$ cat config.mk
export PLATFORM = sky130hd
export DESIGN_NAME = rmc_seq
export DESIGN_NICKNAME = d
export VERILOG_FILES = /design/src/rtl/rmc_pkg.sv /design/src/rtl/rmc_range_prep.sv /design/src/rtl/rmc_chunk_pick.sv /design/src/rtl/rmc_seq.sv
export SDC_FILE = /design/constraint.sdc
export NUM_CORES = 1
export LEC_CHECK = 0
export ABC_CLOCK_PERIOD_IN_PS = 8200
export BUFFER_PORTS_ARGS = -buffer_cell sky130_fd_sc_hd__buf_2
export CAP_MARGIN = 20
export CELL_PAD_IN_SITES_DETAIL_PLACEMENT = 0
export CELL_PAD_IN_SITES_GLOBAL_PLACEMENT = 1
export CORE_AREA = 2 2 182 184
export DETAILED_ROUTE_END_ITERATION = 10
export DIE_AREA = 0 0 184 186
export PLACE_DENSITY = 0.9
export SETUP_SLACK_MARGIN = 0.2
export SYNTH_ARGS = -nofsm -noshare
export SYNTH_HDL_FRONTEND = slang
export SYNTH_SLANG_ARGS = --single-unit
$ cat constraint.sdc
create_clock -name clk -period 8.2 [get_ports clk]
set_clock_uncertainty 0.15 [all_clocks]
set_input_delay 2.05 -clock clk [delete_from_list [all_inputs] [get_ports clk]]
set_output_delay 2.05 -clock clk [all_outputs]
set_load 0.1 [all_outputs]
$ cat src/rtl/rmc_pkg.sv
package rmc_pkg;

    typedef enum logic [3:0] {
        ST_IDLE,
        ST_PLAN,
        ST_CLR,
        ST_MODE,
        ST_ADDR,
        ST_SIZE,
        ST_WAYS,
        ST_RSTAT,
        ST_POLL,
        ST_ADV,
        ST_SYNCW,
        ST_SYNCR,
        ST_DONE
    } seq_state_e;

    // register selects on the queue bus
    localparam logic [2:0] SEL_MODE  = 3'd0;
    localparam logic [2:0] SEL_ADDR  = 3'd1;
    localparam logic [2:0] SEL_SIZE  = 3'd2;
    localparam logic [2:0] SEL_WAYS  = 3'd3;
    localparam logic [2:0] SEL_RSTAT = 3'd4;
    localparam logic [2:0] SEL_QSTAT = 3'd5;
    localparam logic [2:0] SEL_PRIM  = 3'd6;

    // mode word layout
    localparam int MW_OP_LSB     = 0;
    localparam int MW_SCOPE_LSB  = 4;
    localparam int MW_TGT_LSB    = 6;
    localparam int MW_NOTIFY_BIT = 8;

    localparam logic [1:0] SCOPE_RANGE = 2'd0;
    localparam logic [1:0] SCOPE_WHOLE = 2'd1;
    localparam logic [1:0] TGT_BY_WAY  = 2'd2;

    localparam int QS_DONE_VAL  = 4;
    localparam int SYNC_VAL     = 8;
    localparam int RS_FAIL_MASK = 3;

endpackage

$ cat src/rtl/rmc_range_prep.sv
module rmc_range_prep #(
    parameter int ADDR_W = 32,
    parameter int LG_W   = 5
) (
    input  logic [ADDR_W-1:0] start_addr,
    input  logic [ADDR_W-1:0] end_addr,
    input  logic [LG_W-1:0]   line_log2,
    output logic [ADDR_W-1:0] line_bytes,
    output logic [ADDR_W-1:0] line_mask,
    output logic [ADDR_W-1:0] base_addr,
    output logic [ADDR_W-1:0] size_rnd,
    output logic              wraps
);
    logic [ADDR_W-1:0] raw_size;
    logic [ADDR_W-1:0] neg_line;

    always_comb begin
        line_bytes = {{(ADDR_W-1){1'b0}}, 1'b1} << line_log2;
        line_mask  = line_bytes - {{(ADDR_W-1){1'b0}}, 1'b1};
        base_addr  = start_addr & ~line_mask;
        raw_size   = end_addr - base_addr;
        neg_line   = '0 - line_bytes;
        wraps      = (raw_size >= neg_line);
        size_rnd   = (raw_size + line_mask) & ~line_mask;
    end

endmodule

$ cat src/rtl/rmc_chunk_pick.sv
module rmc_chunk_pick #(
    parameter int ADDR_W = 32
) (
    input  logic [ADDR_W-1:0] remaining,
    input  logic [ADDR_W-1:0] op_limit,
    input  logic [ADDR_W-1:0] line_bytes,
    output logic [ADDR_W-1:0] chunk
);
    logic [ADDR_W-1:0] cap;

    always_comb begin
        cap   = op_limit - line_bytes;
        chunk = (remaining < cap) ? remaining : cap;
    end

endmodule

$ cat src/rtl/rmc_seq.sv
module rmc_seq
    import rmc_pkg::*;
#(
    parameter int ADDR_W = 32,
    parameter int LG_W   = 5,
    parameter int WAYS   = 8
) (
    input  logic              clk,
    input  logic              rst_n,
    input  logic              req_valid,
    input  logic [ADDR_W-1:0] req_start,
    input  logic [ADDR_W-1:0] req_end,
    input  logic [2:0]        req_op,
    input  logic [1:0]        req_tgt,
    input  logic              req_all,
    output logic              busy,
    output logic              done,
    input  logic [LG_W-1:0]   cfg_line_log2,
    input  logic [ADDR_W-1:0] cfg_op_limit,
    input  logic [WAYS-1:0]   cfg_lock_ways,
    output logic              bus_req,
    output logic              bus_we,
    output logic [2:0]        bus_sel,
    output logic [ADDR_W-1:0] bus_wdata,
    input  logic              bus_ack,
    input  logic [ADDR_W-1:0] bus_rdata
);
    localparam logic [ADDR_W-1:0] QS_DONE = ADDR_W'(QS_DONE_VAL);
    localparam logic [ADDR_W-1:0] SYNC_W  = ADDR_W'(SYNC_VAL);
    localparam logic [ADDR_W-1:0] RS_FAIL = ADDR_W'(RS_FAIL_MASK);

    typedef struct packed {
        seq_state_e        st;
        logic [ADDR_W-1:0] addr;
        logic [ADDR_W-1:0] rem;
        logic [ADDR_W-1:0] chunk;
        logic              whole;
        logic [2:0]        op;
        logic [1:0]        tgt;
    } seq_t;

    seq_t s_d, s_q;

    logic [ADDR_W-1:0] line_bytes, line_mask, base_addr, size_rnd, next_chunk;
    logic              wraps;
    logic [ADDR_W-1:0] mode_word;
    logic              by_way;

    rmc_range_prep #(.ADDR_W(ADDR_W), .LG_W(LG_W)) u_prep (
        .start_addr (req_start),
        .end_addr   (req_end),
        .line_log2  (cfg_line_log2),
        .line_bytes (line_bytes),
        .line_mask  (line_mask),
        .base_addr  (base_addr),
        .size_rnd   (size_rnd),
        .wraps      (wraps)
    );

    rmc_chunk_pick #(.ADDR_W(ADDR_W)) u_pick (
        .remaining  (s_q.rem),
        .op_limit   (cfg_op_limit),
        .line_bytes (line_bytes),
        .chunk      (next_chunk)
    );

    assign by_way = (s_q.tgt == TGT_BY_WAY);

    always_comb begin
        mode_word = '0;
        mode_word[MW_OP_LSB +: 3]    = s_q.op;
        mode_word[MW_SCOPE_LSB +: 2] = s_q.whole ? SCOPE_WHOLE : SCOPE_RANGE;
        mode_word[MW_TGT_LSB +: 2]   = s_q.tgt;
        mode_word[MW_NOTIFY_BIT]     = 1'b1;
    end

    // next-state process
    always_comb begin
        s_d = s_q;
        unique case (s_q.st)
            ST_IDLE: begin
                if (req_valid) begin
                    s_d.addr  = base_addr;
                    s_d.rem   = size_rnd;
                    s_d.whole = req_all | wraps;
                    s_d.op    = req_op;
                    s_d.tgt   = req_tgt;
                    s_d.st    = ST_PLAN;
                end
            end
            ST_PLAN: begin
                if (s_q.whole) begin
                    s_d.st = ST_CLR;
                end else if (s_q.rem == '0) begin
                    s_d.st = ST_SYNCW;
                end else begin
                    s_d.chunk = next_chunk;
                    s_d.st    = ST_CLR;
                end
            end
            ST_CLR:  if (bus_ack) s_d.st = ST_MODE;
            ST_MODE: begin
                if (bus_ack) begin
                    if (!s_q.whole)  s_d.st = ST_ADDR;
                    else if (by_way) s_d.st = ST_WAYS;
                    else             s_d.st = ST_RSTAT;
                end
            end
            ST_ADDR: if (bus_ack) s_d.st = ST_SIZE;
            ST_SIZE: if (bus_ack) s_d.st = by_way ? ST_WAYS : ST_RSTAT;
            ST_WAYS: if (bus_ack) s_d.st = ST_RSTAT;
            ST_RSTAT: begin
                if (bus_ack) begin
                    s_d.st = ((bus_rdata & RS_FAIL) != '0) ? ST_MODE : ST_POLL;
                end
            end
            ST_POLL: begin
                if (bus_ack && bus_rdata == QS_DONE) begin
                    s_d.st = s_q.whole ? ST_SYNCW : ST_ADV;
                end
            end
            ST_ADV: begin
                s_d.addr = s_q.addr + s_q.chunk;
                s_d.rem  = s_q.rem - s_q.chunk;
                s_d.st   = ST_PLAN;
            end
            ST_SYNCW: if (bus_ack) s_d.st = ST_SYNCR;
            ST_SYNCR: if (bus_ack) s_d.st = ST_DONE;
            ST_DONE:  s_d.st = ST_IDLE;
            default:  s_d.st = ST_IDLE;
        endcase
    end

    always_ff @(posedge clk or negedge rst_n) begin
        if (!rst_n) begin
            s_q <= '{st: ST_IDLE, addr: '0, rem: '0, chunk: '0,
                     whole: 1'b0, op: 3'd0, tgt: 2'd0};
        end else begin
            s_q <= s_d;
        end
    end

    // bus drive decoded from registered state
    always_comb begin
        bus_req   = 1'b1;
        bus_we    = 1'b1;
        bus_sel   = SEL_MODE;
        bus_wdata = '0;
        unique case (s_q.st)
            ST_CLR:   begin bus_sel = SEL_QSTAT; bus_wdata = QS_DONE; end
            ST_MODE:  begin bus_sel = SEL_MODE;  bus_wdata = mode_word; end
            ST_ADDR:  begin bus_sel = SEL_ADDR;  bus_wdata = s_q.addr; end
            ST_SIZE:  begin bus_sel = SEL_SIZE;  bus_wdata = s_q.chunk; end
            ST_WAYS:  begin
                bus_sel   = SEL_WAYS;
                bus_wdata = {{(ADDR_W-WAYS){1'b0}}, cfg_lock_ways};
            end
            ST_RSTAT: begin bus_sel = SEL_RSTAT; bus_we = 1'b0; end
            ST_POLL:  begin bus_sel = SEL_QSTAT; bus_we = 1'b0; end
            ST_SYNCW: begin bus_sel = SEL_PRIM;  bus_wdata = SYNC_W; end
            ST_SYNCR: begin bus_sel = SEL_PRIM;  bus_we = 1'b0; end
            default:  begin bus_req = 1'b0; bus_we = 1'b0; end
        endcase
    end

    assign busy = (s_q.st != ST_IDLE);
    assign done = (s_q.st == ST_DONE);


    done_single_chk: assert property (@(posedge clk) disable iff (!rst_n)
        done |=> !done);


    done_after_sync_chk: assert property (@(posedge clk) disable iff (!rst_n)
        done |-> $past(bus_req && bus_ack && !bus_we && bus_sel == SEL_PRIM));


    bus_hold_chk: assert property (@(posedge clk) disable iff (!rst_n)
        (bus_req && !bus_ack) |=> (bus_req && $stable(bus_sel) && $stable(bus_we)
                                   && $stable(bus_wdata)));


    chunk_bound_chk: assert property (@(posedge clk) disable iff (!rst_n)
        (bus_req && bus_sel == SEL_SIZE) |->
            (bus_wdata != '0 && (bus_wdata & line_mask) == '0
             && bus_wdata <= cfg_op_limit - line_bytes));


    addr_align_chk: assert property (@(posedge clk) disable iff (!rst_n)
        (bus_req && bus_sel == SEL_ADDR) |-> ((bus_wdata & line_mask) == '0));


    retry_mode_chk: assert property (@(posedge clk) disable iff (!rst_n)
        (bus_req && bus_ack && bus_sel == SEL_RSTAT && (bus_rdata & RS_FAIL) != '0)
            |=> (bus_req && bus_we && bus_sel == SEL_MODE));


    poll_again_chk: assert property (@(posedge clk) disable iff (!rst_n)
        (bus_req && bus_ack && !bus_we && bus_sel == SEL_QSTAT && bus_rdata != QS_DONE)
            |=> (bus_req && !bus_we && bus_sel == SEL_QSTAT));


    accept_idle_chk: assert property (@(posedge clk) disable iff (!rst_n)
        (!busy && req_valid) |=> busy);

endmodule

==> After elaboration in Yosys (flattened, before gate mapping) <==
Cells that the tools add are included.
{ "word_totals": {"inputBits": 151, "mem_bits_rw": 0, "wordCells": 85, "n_memories": 0, "latch_bits": 0, "reg_bits": 106, "rom_bits": 0} }
{ "op_classes": {"n_eq_ne": 24, "order_cmp": 2, "div": 0, "reduce_logical": 14, "multipliers": 0, "mux": 24, "bitwise_logic": 6, "n_shift": 1, "n_addsub": 7} }
{ "op_table": {"columns": ["op", "count"], "rows": [
  ["32-bit one-hot mux with 6 select lines", 1],
  ["64-bit one-hot mux with 2 select lines", 1],
  ["32-bit subtractor", 3],
  ["68-bit two-way mux", 1],
  ["32-bit adder", 2],
  ["32-bit bitwise AND", 2],
  ["4-bit two-way mux", 12],
  ["4-bit one-hot mux with 12 select lines", 1],
  ["32-bit by 3-bit equality test with 1-bit output, second input constant", 1],
  ["32-bit >= comparator", 1],
  ["32-bit logical NOT", 1],
  ["32-bit less-than comparator", 1],
  ["32-bit two-way mux", 1],
  ["32-bit inverter", 1],
  ["32-bit nonzero test", 1],
  ["1-bit by 5-bit left shift with 32-bit output, first input constant", 1],
  ["1-bit by 32-bit subtractor with 32-bit output, first input constant", 1],
  ["32-bit by 1-bit subtractor with 32-bit output, second input constant", 1],
  ["4-bit equality test, second input constant", 5],
  ["2-bit != test, second input constant", 10],
  ["3-bit one-hot mux with 6 select lines", 1],
  ["4-bit by 3-bit equality test with 1-bit output, second input constant", 4],
  ["10-bit AND reduction", 1],
  ["9-bit OR reduction", 1],
  ["15 further kinds", 23]
]} }

==> Depth between registers and ports, before layout <==
Gate-level depths: netlist of the first run.
{ "depth": {"ltp_word": 9, "depth_mapped": 36} }

==> Hierarchy <==
Synthesis of the first run repeated with hierarchy kept, for this count alone.
{ "hier_totals": {"cells_unflattened": 2171, "area_unflattened_um2": 15967.8} }
{ "by_module_without_submodules": {"columns": ["mod", "n_inst", "area_each_um2", "cells_per_inst"], "rows": [
  ["rmc_seq", 1, 8440.6, 1018],
  ["rmc_range_prep", 1, 4857.2, 758],
  ["rmc_chunk_pick", 1, 2670.1, 395]
]} }

==> Worst setup path before layout of the first run <==
Ideal clock, no wire load.
{ "synth_path": {"path_kind": "input-to-reg", "start": "input cfg_line_log2[2]", "end": "register s_q[67] (netlist name)", "required_time_ps": 7913, "slack_ps": -159, "arrival_time_ps": 8072, "stages": 35, "path_cell_list": "clkbuf_1 -> clkbuf_1 -> nor2_1 -> nand3_1 -> ha_1 -> clkbuf_1 -> nor3_1 -> a21oi_1 -> o22ai_1 -> inv_1 -> nand2_1 -> ha_1 -> a41o_1 -> a21oi_1 -> nor2b_1 -> a311o_1 -> a311o_1 -> a21o_1 -> a21o_1 -> a21oi_1 -> o21bai_1 -> a21oi_1 -> xnor2_1 -> ha_1 -> nand3_1 -> nand2_1 -> a21oi_1 -> nor2b_1 -> o21ai_0 -> o211ai_1 -> a21o_1 -> a21o_1 -> xor2_1 -> a221oi_1 -> a21oi_1"} }
{ "synth_between": {"elab_chain_cells": 9} }
{ "synth_lines": {"columns": ["item", "line", "text"], "rows": [
  ["start: declaration", "rmc_seq.sv:18", "input logic [LG_W-1:0] cfg_line_log2,"],
  ["1-bit by 5-bit left shift with 32-bit output (*)", "rmc_range_prep.sv:18", "line_bytes = {{(ADDR_W-1){1'b0}}, 1'b1} << line_log2;"],
  ["32-bit by 1-bit subtractor with 32-bit output (*)", "rmc_range_prep.sv:19", "line_mask = line_bytes - {{(ADDR_W-1){1'b0}}, 1'b1};"],
  ["32-bit inverter", "rmc_range_prep.sv:20, rmc_range_prep.sv:24", null],
  ["32-bit bitwise AND", "rmc_range_prep.sv:20", "base_addr = start_addr & ~line_mask;"],
  ["32-bit subtractor", "rmc_range_prep.sv:21", "raw_size = end_addr - base_addr;"],
  ["32-bit adder", "rmc_range_prep.sv:24", "size_rnd = (raw_size + line_mask) & ~line_mask;"],
  ["32-bit bitwise AND (*)", "rmc_range_prep.sv:24", null],
  ["68-bit two-way mux (*)", "rmc_seq.sv:82", "if (req_valid) begin"],
  ["64-bit one-hot mux with 2 select lines (*)", "rmc_seq.sv:80", "unique case (s_q.st)"],
  ["end signal: assignment", "rmc_seq.sv:136", "s_q <= '{st: ST_IDLE, addr: '0, rem: '0, chunk: '0,"],
  ["end: declaration", "rmc_seq.sv:42", "seq_t s_d, s_q;"]
]} }
Mark *: on every way between the ends. The rest lies on a longest branch, timed or not. The select of a mux whose other input is x is not followed.
A chain may end at the register's enable or synchronous reset.

==> Worst setup path in the final report of the first run <==
Ends and elaborated chain as after synthesis.

==> results.yml, run 1 <==
timing:
  hold_violations: 0
  fin_tns_setup_ns: 0
  worst_pin_slew_ns: 0.935
  fin_ws_ns: 0.446
  fmax_mhz: 129
  min_period_ns: 7.75
  timing.final.crit_share_pct: 94.6
  rsz0062_at_grt: "true"
  final_max_slew_viol_count: 0
  slew_headroom_pct: 37.0
  setup_viol: 0
route:
  vias: 16634
  dr.pass1.iters: 5
  wirelength_um: 56200
  wire_per_inst_um: 21.0
  via_per_inst: 6.21
  route.detailed.drc: 0
  drt_iter0_markers: 1626
  final_antenna_net_count: 0
worst_setup_path:
  rrSetupSlack_ns: 4.23
  endpoint_kind: "flop"
  timing.rr.end: "s_q[68]"
  crit_slowest_cell: "fa_1"
  crit_required_ns: 8.26
  crit_path_max_incr_delay_ns: 0.44
  cp_max_fo: 5
  arrival_ns: 7.81
  path_common_cell: "a21o_1"
  path_class: "input port to flop"
  worstSetupStartpointType: "input port"
  r2r-start: "s_q[38]"
  worst-r2r-cell-count: 13
yosys:
  synth_commonest_cells: "ha_1, nand2_1, a21oi_1"
  yosysMostFrequentCell: "ha_1"
  synth_edf_count: 0
  yosys_warnings: 0
  synth_top_area_share_pct: 18.1
  avgSynthCellArea_um2: 7.56
  synth_area_mm2: 0.0153
  synth_cells: 2024
  ys_async_sr_fraction_pct: 100
  synthesis.nets: 2401
  ys_types: 73
  synth-seq-cells: 106
  yosys-top-cells-area: "ha_1, dfrtp_1, a21oi_1"
  synth-main-ff-cell: "dfrtp_1"
  synth_top_area_cell: "ha_1"
  seq_area_frac_synth_pct: 17.3
hold_path:
  hold_path.class: "flop to flop"
  holdPathEnd: "mode_word[2]"
  min_path_cells: 2
  worstHoldStart: "mode_word[2]"
clocking:
  numCtsBuffers: 9
  htreeDepth: 3
  clk_latency_ns: 0.36
  cts_tree: "yes"
  clkSlewWorstSetupHoldPaths_ns: 0.08
  cts_root_buf: "clkbuf_16"
  clkSinkCount: 106
  cts_buffer_depth: 2
die:
  start_util_pct: 47.5
  io_pins: 190
  die_x_um: 184
  fp.coreArea_mm2: 0.0322
  rows: 66
  dieArea_mm2: 0.0342
  die_y_um: 186
placement:
  gp_congestion: 0.981
  io_buffers: 189
  hpwl_um: 45800
  pre_cts_ws_ns: -0.0792
power_and_ir_drop:
  power_density_mw_per_mm2: 371
  ir_drop_mv: 0.211
  fin_total_pwr_mw: 6.61
  p_leak_nw: 8.62
final_layout:
  fill_cells: 3146
  syn_to_final_growth_pct: 16.5
  diodes: 0
  fin_nets: 2643
  drive_gt1_share_pct: 16.2
grt:
  antenna_found_initial: 2
  grt_pass1_vias: 15407
  track_usage_pct: 32.5
  grt_pass1_wl_um: 86000
  grt-ovfl-total: 0
  grt_start_max_net_pins: 69
job:
  cap_violations: 0
run_status:
  status: "completed"
[registers in the layout, summed over array words and instances (netlist names)]
name	count
mode_word	5
s_q	101
[routing by layer]
| layer | part of all wire, % | GRT usage [%] |
|---|---|---|
| met5 | 0.016 | 0 |
| met4 | 3.1 | 11.4 |
| met3 | 8.8 | 4.21 |
| met2 | 42 | 50.1 |
| met1 | 46 | 46.6 |
[per-stage QoR]
stage / hold WS [ns] / cells / utilization [%] / area (µm²)
6_report: 0.338 / 2679 / 55.3 / 17800
5_1_grt: 0.379 / 2679 / 55.3 / 17800
4_1_cts: 0.339 / 2678 / 55.1 / 17700
3_5_place_dp: 0.321 / 2662 / 54.1 / 17400
3_3_place_gp: 0.310 / 2662 / 54.1 / 17400
2_1_floorplan: 0.290 / 2024 / - / 15300
[where the power goes]
group | internal [mW] | switching [mW] | leakage (nW)
logic | 1.87 | 3.14 | 7.18
registers | 0.773 | 0.360 | 1.30
clock network | 0.248 | 0.215 | 0.150
[worst max path at each step]
stage / startpoint / end / slack, ns
2_1_floorplan: cfg_line_log2[0] / s_q[67] / 0.21
3_3_place_gp: cfg_line_log2[3] / s_q[67] / 0.15
3_5_place_dp: cfg_line_log2[3] / s_q[67] / -0.08
4_1_cts: cfg_line_log2[3] / s_q[67] / 0.30
5_1_grt: cfg_line_log2[1] / s_q[67] / 0.16
6_report: cfg_line_log2[2] / s_q[67] / 0.45
[layout by cell type (no fill, tap or decap), types with 50 or more instances in the layout]
master	Yosys	routed
a21o_1	103	103
a21oi_1	198	193
buf_2	0	188
buf_4	0	112
dfrtp_1	106	106
ha_1	221	218
inv_1	103	103
nand2_1	210	209
nor2_1	165	159
o21ai_0	122	121
xnor2_1	86	85
xor2_1	50	50
[repair_timing]
action / 4_1_cts / 5_1_grt
endpoints found under the setup margin: 0 / 10
hold buffers: 0 / 0
buffers inserted: 0 / 1
gates resized for setup: 0 / 18
[cell type report]
| class | count | area (µm²) | share of cell area [%] |
|---|---|---|---|
| clock buffer | 11 | 243 | 1.36 |
| sequential | 106 | 2650 | 14.9 |
| tap | 408 | 510 | 2.86 |
| timing repair buffer | 302 | 1820 | 10.2 |
| multi-input combinational | 1741 | 12100 | 68.1 |
| inverter | 106 | 399 | 2.24 |
| clock inverter | 5 | 61.3 | 0.344 |
[kinds of logic after synthesis]
kind of cell               synth area share (%)
muxes                                     0.957
and+or+nand+nor                            19.0
AOI/OAI and AO/OA                          31.8
buffers and inverters                      4.34
xor gates and xnor gates                   7.79
DFF                                        17.3
other                                    0.0245
adders and majority gates                  18.7
[critical path: cells and delay by family]
| kind | cells | cell delay [ns] |
|---|---|---|
| xor gates and xnor gates | 2 | 0.30 |
| adders and majority gates | 3 | 1.07 |
| AOI/OAI and AO/OA | 17 | 3.33 |
| and+or+nand+nor | 7 | 0.66 |
| buffers and inverters | 3 | 0.40 |
Power figures use the tool's default switching activity.
==> inputs of run 2 (changes only) <==
Settings changed: BUFFER_PORTS_ARGS -buffer_cell sky130_fd_sc_hd__buf_2 to -buffer_cell sky130_fd_sc_hd__clkbuf_2.
==> run 2 against run 1 <==
Global-route usage rose by 0.25 points. Combinational power barely moved. Routed wire length rose by 1.5%. Design area rose by 0.34%. Maximum frequency fell by 0.68%. Sequential power barely moved. Clock power rose by 1%. Worst setup slack got worse by 0.053 ns. Register-to-register slack improved by 0.02 ns. Largest cell class unchanged. Highest routed layer is now met4.
==> results.yml, run 2 (synthesis gave the netlist of run 1 again) <==
grt:
  grt_start_max_net_pins: 69
  grt-ovfl-total: 0
  grt_pass1_wl_um: 86600
  track_usage_pct: 32.8
  grt_pass1_vias: 15498
  antenna_found_initial: 0
placement:
  io_buffers: 189
  gp_congestion: 1.02
  hpwl_um: 46500
  pre_cts_ws_ns: -0.195
final_layout:
  final_cell_mix: "ha_1, nand2_1, a21oi_1, clkbuf_2, nor2_1"
  fill_cells: 3160
  syn_to_final_growth_pct: 16.9
  final_common_cell: "ha_1"
  drive_gt1_share_pct: 16.5
  seq_area_mm2: 0.00265
  largest_reg_flops: 101
  diodes: 0
  post-route-util_pct: 55.5
  fin_nets: 2644
  top_register: "s_q"
  multiInputGateArea_mm2: 0.0122
timing:
  min_period_ns: 7.81
  final_max_slew_viol_count: 0
  fin_ws_ns: 0.393
  setup_viol: 0
  timing.final.crit_share_pct: 95.2
  worst_pin_slew_ns: 0.999
  slew_headroom_pct: 32.7
  hold_violations: 0
  fmax_mhz: 128
  hold_slack_ns: 0.322
  rsz0062_at_grt: "true"
worst_setup_path:
  crit_path_max_incr_delay_ns: 0.67
  endpoint_kind: "flop"
  path_class: "input port to flop"
  worstSetupStartpointType: "input port"
  path_common_cell: "a21oi_1"
  crit_required_ns: 8.30
  cp_max_fo: 28
  arrival_ns: 7.91
  crit_slowest_cell: "o21ai_0"
route:
  wirelength_um: 57100
  via_per_inst: 6.22
  wire_per_inst_um: 21.3
  route.detailed.drc: 0
  dr.pass1.iters: 5
  vias: 16673
  final_antenna_net_count: 0
  drt_iter0_markers: 1503
clocking:
  clkSlewWorstSetupHoldPaths_ns: 0.07
  clkSinkCount: 106
  htreeDepth: 3
  cts_buffer_depth: 2
  clk_latency_ns: 0.37
  cts_root_buf: "clkbuf_16"
  cts_hold_buf: 0
  cts_tree: "yes"
  numCtsBuffers: 9
die:
  die_y_um: 186
  die_x_um: 184
  io_pins: 190
  fp.coreArea_mm2: 0.0322
  rows: 66
  start_util_pct: 47.5
  dieArea_mm2: 0.0342
power_and_ir_drop:
  power_density_mw_per_mm2: 370
  p_leak_nw: 8.66
  fin_total_pwr_mw: 6.62
  ir_drop_mv: 0.263
run_status:
  status: "completed"
job:
  cap_violations: 0
hold_path:
  hold_path.class: "flop to flop"
run 2: cell count changes in the layout (fill, tap and decap cells not counted), sizes merged:
| cell | previous run | this run |
|---|---|---|
| inv | 105 | 107 |
| clkbuf | 11 | 197 |
| buf | 302 | 116 |
| clkinv | 5 | 4 |
run 2: worst paths after layout:
check	start	endpoint	slack [ns]	cells after the start
max	cfg_line_log2[2]	s_q[29]	0.39	29
min	mode_word[2]	mode_word[2]	0.32	2
max reg2reg	s_q[38]	s_q[68]	4.25	13
min reg2reg	mode_word[2]	mode_word[2]	0.32	2
max in group asynchronous	rst_n	s_q[97]	5.09	2
min in group asynchronous	rst_n	s_q[38]	1.51	1
run 2: layout make-up:
cell class | instances | share of cell area [%]
repair buffers | 303 | 10.4
clock inverters | 6 | 0.392
inverters | 106 | 2.23
clock buffers | 10 | 1.34
well taps | 408 | 2.85
flip-flops and latches | 106 | 14.8
multi-input cells | 1741 | 68.0
run 2: critical path, delay by kind of cell:
family	cells	cell delay [ns]
compound gates	10	2.30
fa+ha+maj	2	0.63
buf+inv	5	0.87
mux	1	0.11
simple gates	11	1.92
run 2: power by group:
group	internal, mW	switching, mW
clock network	0.249	0.220
logic	1.87	3.15
registers	0.773	0.362
total	2.89	3.73
run 2: metal layers:
layer,share of wire (%),GRT usage [%],vias to the layer above
li1,-,-,7984
met1,46,47.5,7792
met2,42,50.2,789
met3,8.3,3.97,108
met4,3.3,10.9,0
met5,0,0,-
run 2: repair_timing:
action | CTS | global route
resized for setup | 1 | 23
endpoints found under the setup margin | 1 | 16
pin swaps | 0 | 2
buffers inserted | 0 | 2
run 2: stage by stage:
step | instances | setup TNS, ns | cell area (µm²)
after CTS | 2678 | 0 | 17800
after global placement | 2662 | -0.0671 | 17500
after floorplan | 2024 | 0 | 15300
after global routing | 2680 | 0 | 17900
final | 2680 | 0 | 17900
after detailed placement | 2662 | -0.381 | 17500
==> inputs of run 3 (changes only) <==
Settings changed: CORE_AREA 2 2 182 184 to 2 2 199 201, CTS_BUF_LIST from default to sky130_fd_sc_hd__clkbuf_4 sky130_fd_sc_hd__clkbuf_8, DIE_AREA 0 0 184 186 to 0 0 201 203, PLACE_DENSITY 0.9 to 0.75.
==> run 3 against run 2 <==
Global-route usage decreased by 4.7 points. Cell count increased by 3.1%. Non-clock buffer count decreased by 26. Combinational power decreased by 0.8%. Clock power decreased by 15%. Flip-flop and latch count unchanged. First-iteration DRC count decreased by 32%. Power decreased by 1.5%. Worst setup slack improved by 0.17 ns. Worst hold slack improved by 0.029 ns. Sequential share of layout area increased by 0.14 points. Critical path depth increased by 6. Largest cell class unchanged. Highest routed layer unchanged.
==> results.yml, run 3 (synthesis gave the netlist of run 1 again) <==
die:
  fp.coreArea_mm2: 0.0385
  start_util_pct: 39.8
  rows: 72
  die_x_um: 201
  die_y_um: 203
  dieArea_mm2: 0.0408
  io_pins: 190
final_layout:
  final_cell_mix: "ha_1, nand2_1, a21oi_1, clkbuf_2, nor2_1"
  top_register: "s_q"
  drive_gt1_share_pct: 15.2
  fin_nets: 2618
  post-route-util_pct: 46.1
  multiInputGateArea_mm2: 0.0121
  fill_cells: 3959
  final_common_cell: "ha_1"
  syn_to_final_growth_pct: 15.8
  finalInstanceArea_mm2: 0.0177
  diodes: 0
  seq_area_mm2: 0.00265
  largest_reg_flops: 101
worst_setup_path:
  r2r-start: "s_q[38]"
  arrival_ns: 7.73
  worst-r2r-cell-count: 13
  crit_required_ns: 8.30
  timing.rr.end: "s_q[68]"
  endpoint_kind: "flop"
  rrSetupSlack_ns: 4.29
  worstSetupStartpointType: "input port"
  crit_path_max_incr_delay_ns: 0.36
  path_common_cell: "a21o_1"
  crit_slowest_cell: "a311o_1"
  startpoint: "cfg_line_log2[1]"
  cp_max_fo: 8
  path_class: "input port to flop"
placement:
  pre_cts_ws_ns: -0.0165
  io_buffers: 189
  placed_area_mm2: 0.0174
  gp_congestion: 0.951
  hpwl_um: 48400
route:
  final_antenna_net_count: 0
  wire_per_inst_um: 21.2
  route.detailed.drc: 0
  drt_iter0_markers: 1022
  vias: 16187
  wirelength_um: 58600
  via_per_inst: 5.86
  dr.pass1.iters: 5
grt:
  track_usage_pct: 28.0
  grt-ovfl-total: 0
  antenna_found_initial: 0
  grt_pass1_vias: 15599
  grt_start_max_net_pins: 64
  grt_pass1_wl_um: 89500
hold_path:
  min_path_cells: 2
  worstHoldStart: "mode_word[1]"
  holdPathEnd: "mode_word[1]"
  hold_path.class: "flop to flop"
clocking:
  cts_root_buf: "clkbuf_8"
  numCtsBuffers: 9
  clkSlewWorstSetupHoldPaths_ns: 0.11
  htreeDepth: 3
  clkSinkCount: 106
  cts_tree: "yes"
  cts_buffer_depth: 2
  cts_hold_buf: 0
  clk_latency_ns: 0.39
timing:
  final_max_slew_viol_count: 0
  setup_viol: 0
  fmax_mhz: 131
  hold_violations: 0
  timing.final.crit_share_pct: 93.1
  min_period_ns: 7.64
  rsz0062_at_grt: "false"
  slew_headroom_pct: 36.5
  worst_pin_slew_ns: 0.948
  fin_ws_ns: 0.562
  hold_slack_ns: 0.351
job:
  cap_violations: 0
power_and_ir_drop:
  p_leak_nw: 8.47
  ir_drop_mv: 0.235
  fin_total_pwr_mw: 6.52
  power_density_mw_per_mm2: 368
run_status:
  status: "completed"
## run 3: area by class of cell
| cell class | count | share of cell area (%) |
|---|---|---|
| Clock buffer | 9 | 0.699 |
| Multi-Input combinational cell | 1741 | 68.5 |
| Inverter | 106 | 2.25 |
| Timing Repair Buffer | 277 | 9.29 |
| Sequential cell | 106 | 15.0 |
| Tap cell | 518 | 3.66 |
| Clock inverter | 5 | 0.593 |
## run 3: worst max path at each step
stage                   end  slack, ns  cells after the start
floorplan           s_q[67]       0.21                     35
global placement    s_q[67]       0.12                     33
detailed placement  s_q[67]      -0.02                     35
CTS                 s_q[67]       0.38                     35
global route        s_q[67]       0.19                     35
finish              s_q[67]       0.56                     35
## run 3: what timing repair did
| item | 4_1_cts | 5_1_grt |
|---|---|---|
| setup buffers | 0 | 3 |
| endpoints found under the setup margin | 0 | 10 |
| resized for setup | 0 | 18 |
| hold endpoints to repair | 0 | 0 |
## run 3: power by group
group | internal (mW) | switching [mW]
sequential | 0.772 | 0.369
clock | 0.200 | 0.201
combinational | 1.85 | 3.13
## run 3: worst max-delay path, delay by kind of cell
kind,cells,cell delay [ns]
AO/OA/AOI/OAI,18,3.41
AND/OR/NAND/NOR,9,0.90
adder cells (fa/ha/maj),3,0.83
XOR/XNOR,2,0.29
buffers and inverters,3,0.26
## run 3: per-stage QoR
step / TNS [ns] / instances
CTS: 0 / 2759
floorplan: 0 / 2024
finish: 0 / 2762
detailed placement: -0.0165 / 2745
global placement: 0 / 2745
global route: 0 / 2762
## run 3: routing by layer
| metal | track usage [%] | routed length (µm) | vias up |
|---|---|---|---|
| met3 | 2.62 | 3320 | 63 |
| met4 | 7.94 | 1490 | 0 |
| li1 | - | - | 7904 |
| met5 | 0 | 0 | - |
| met1 | 40.0 | 27800 | 7704 |
| met2 | 45.1 | 26000 | 516 |
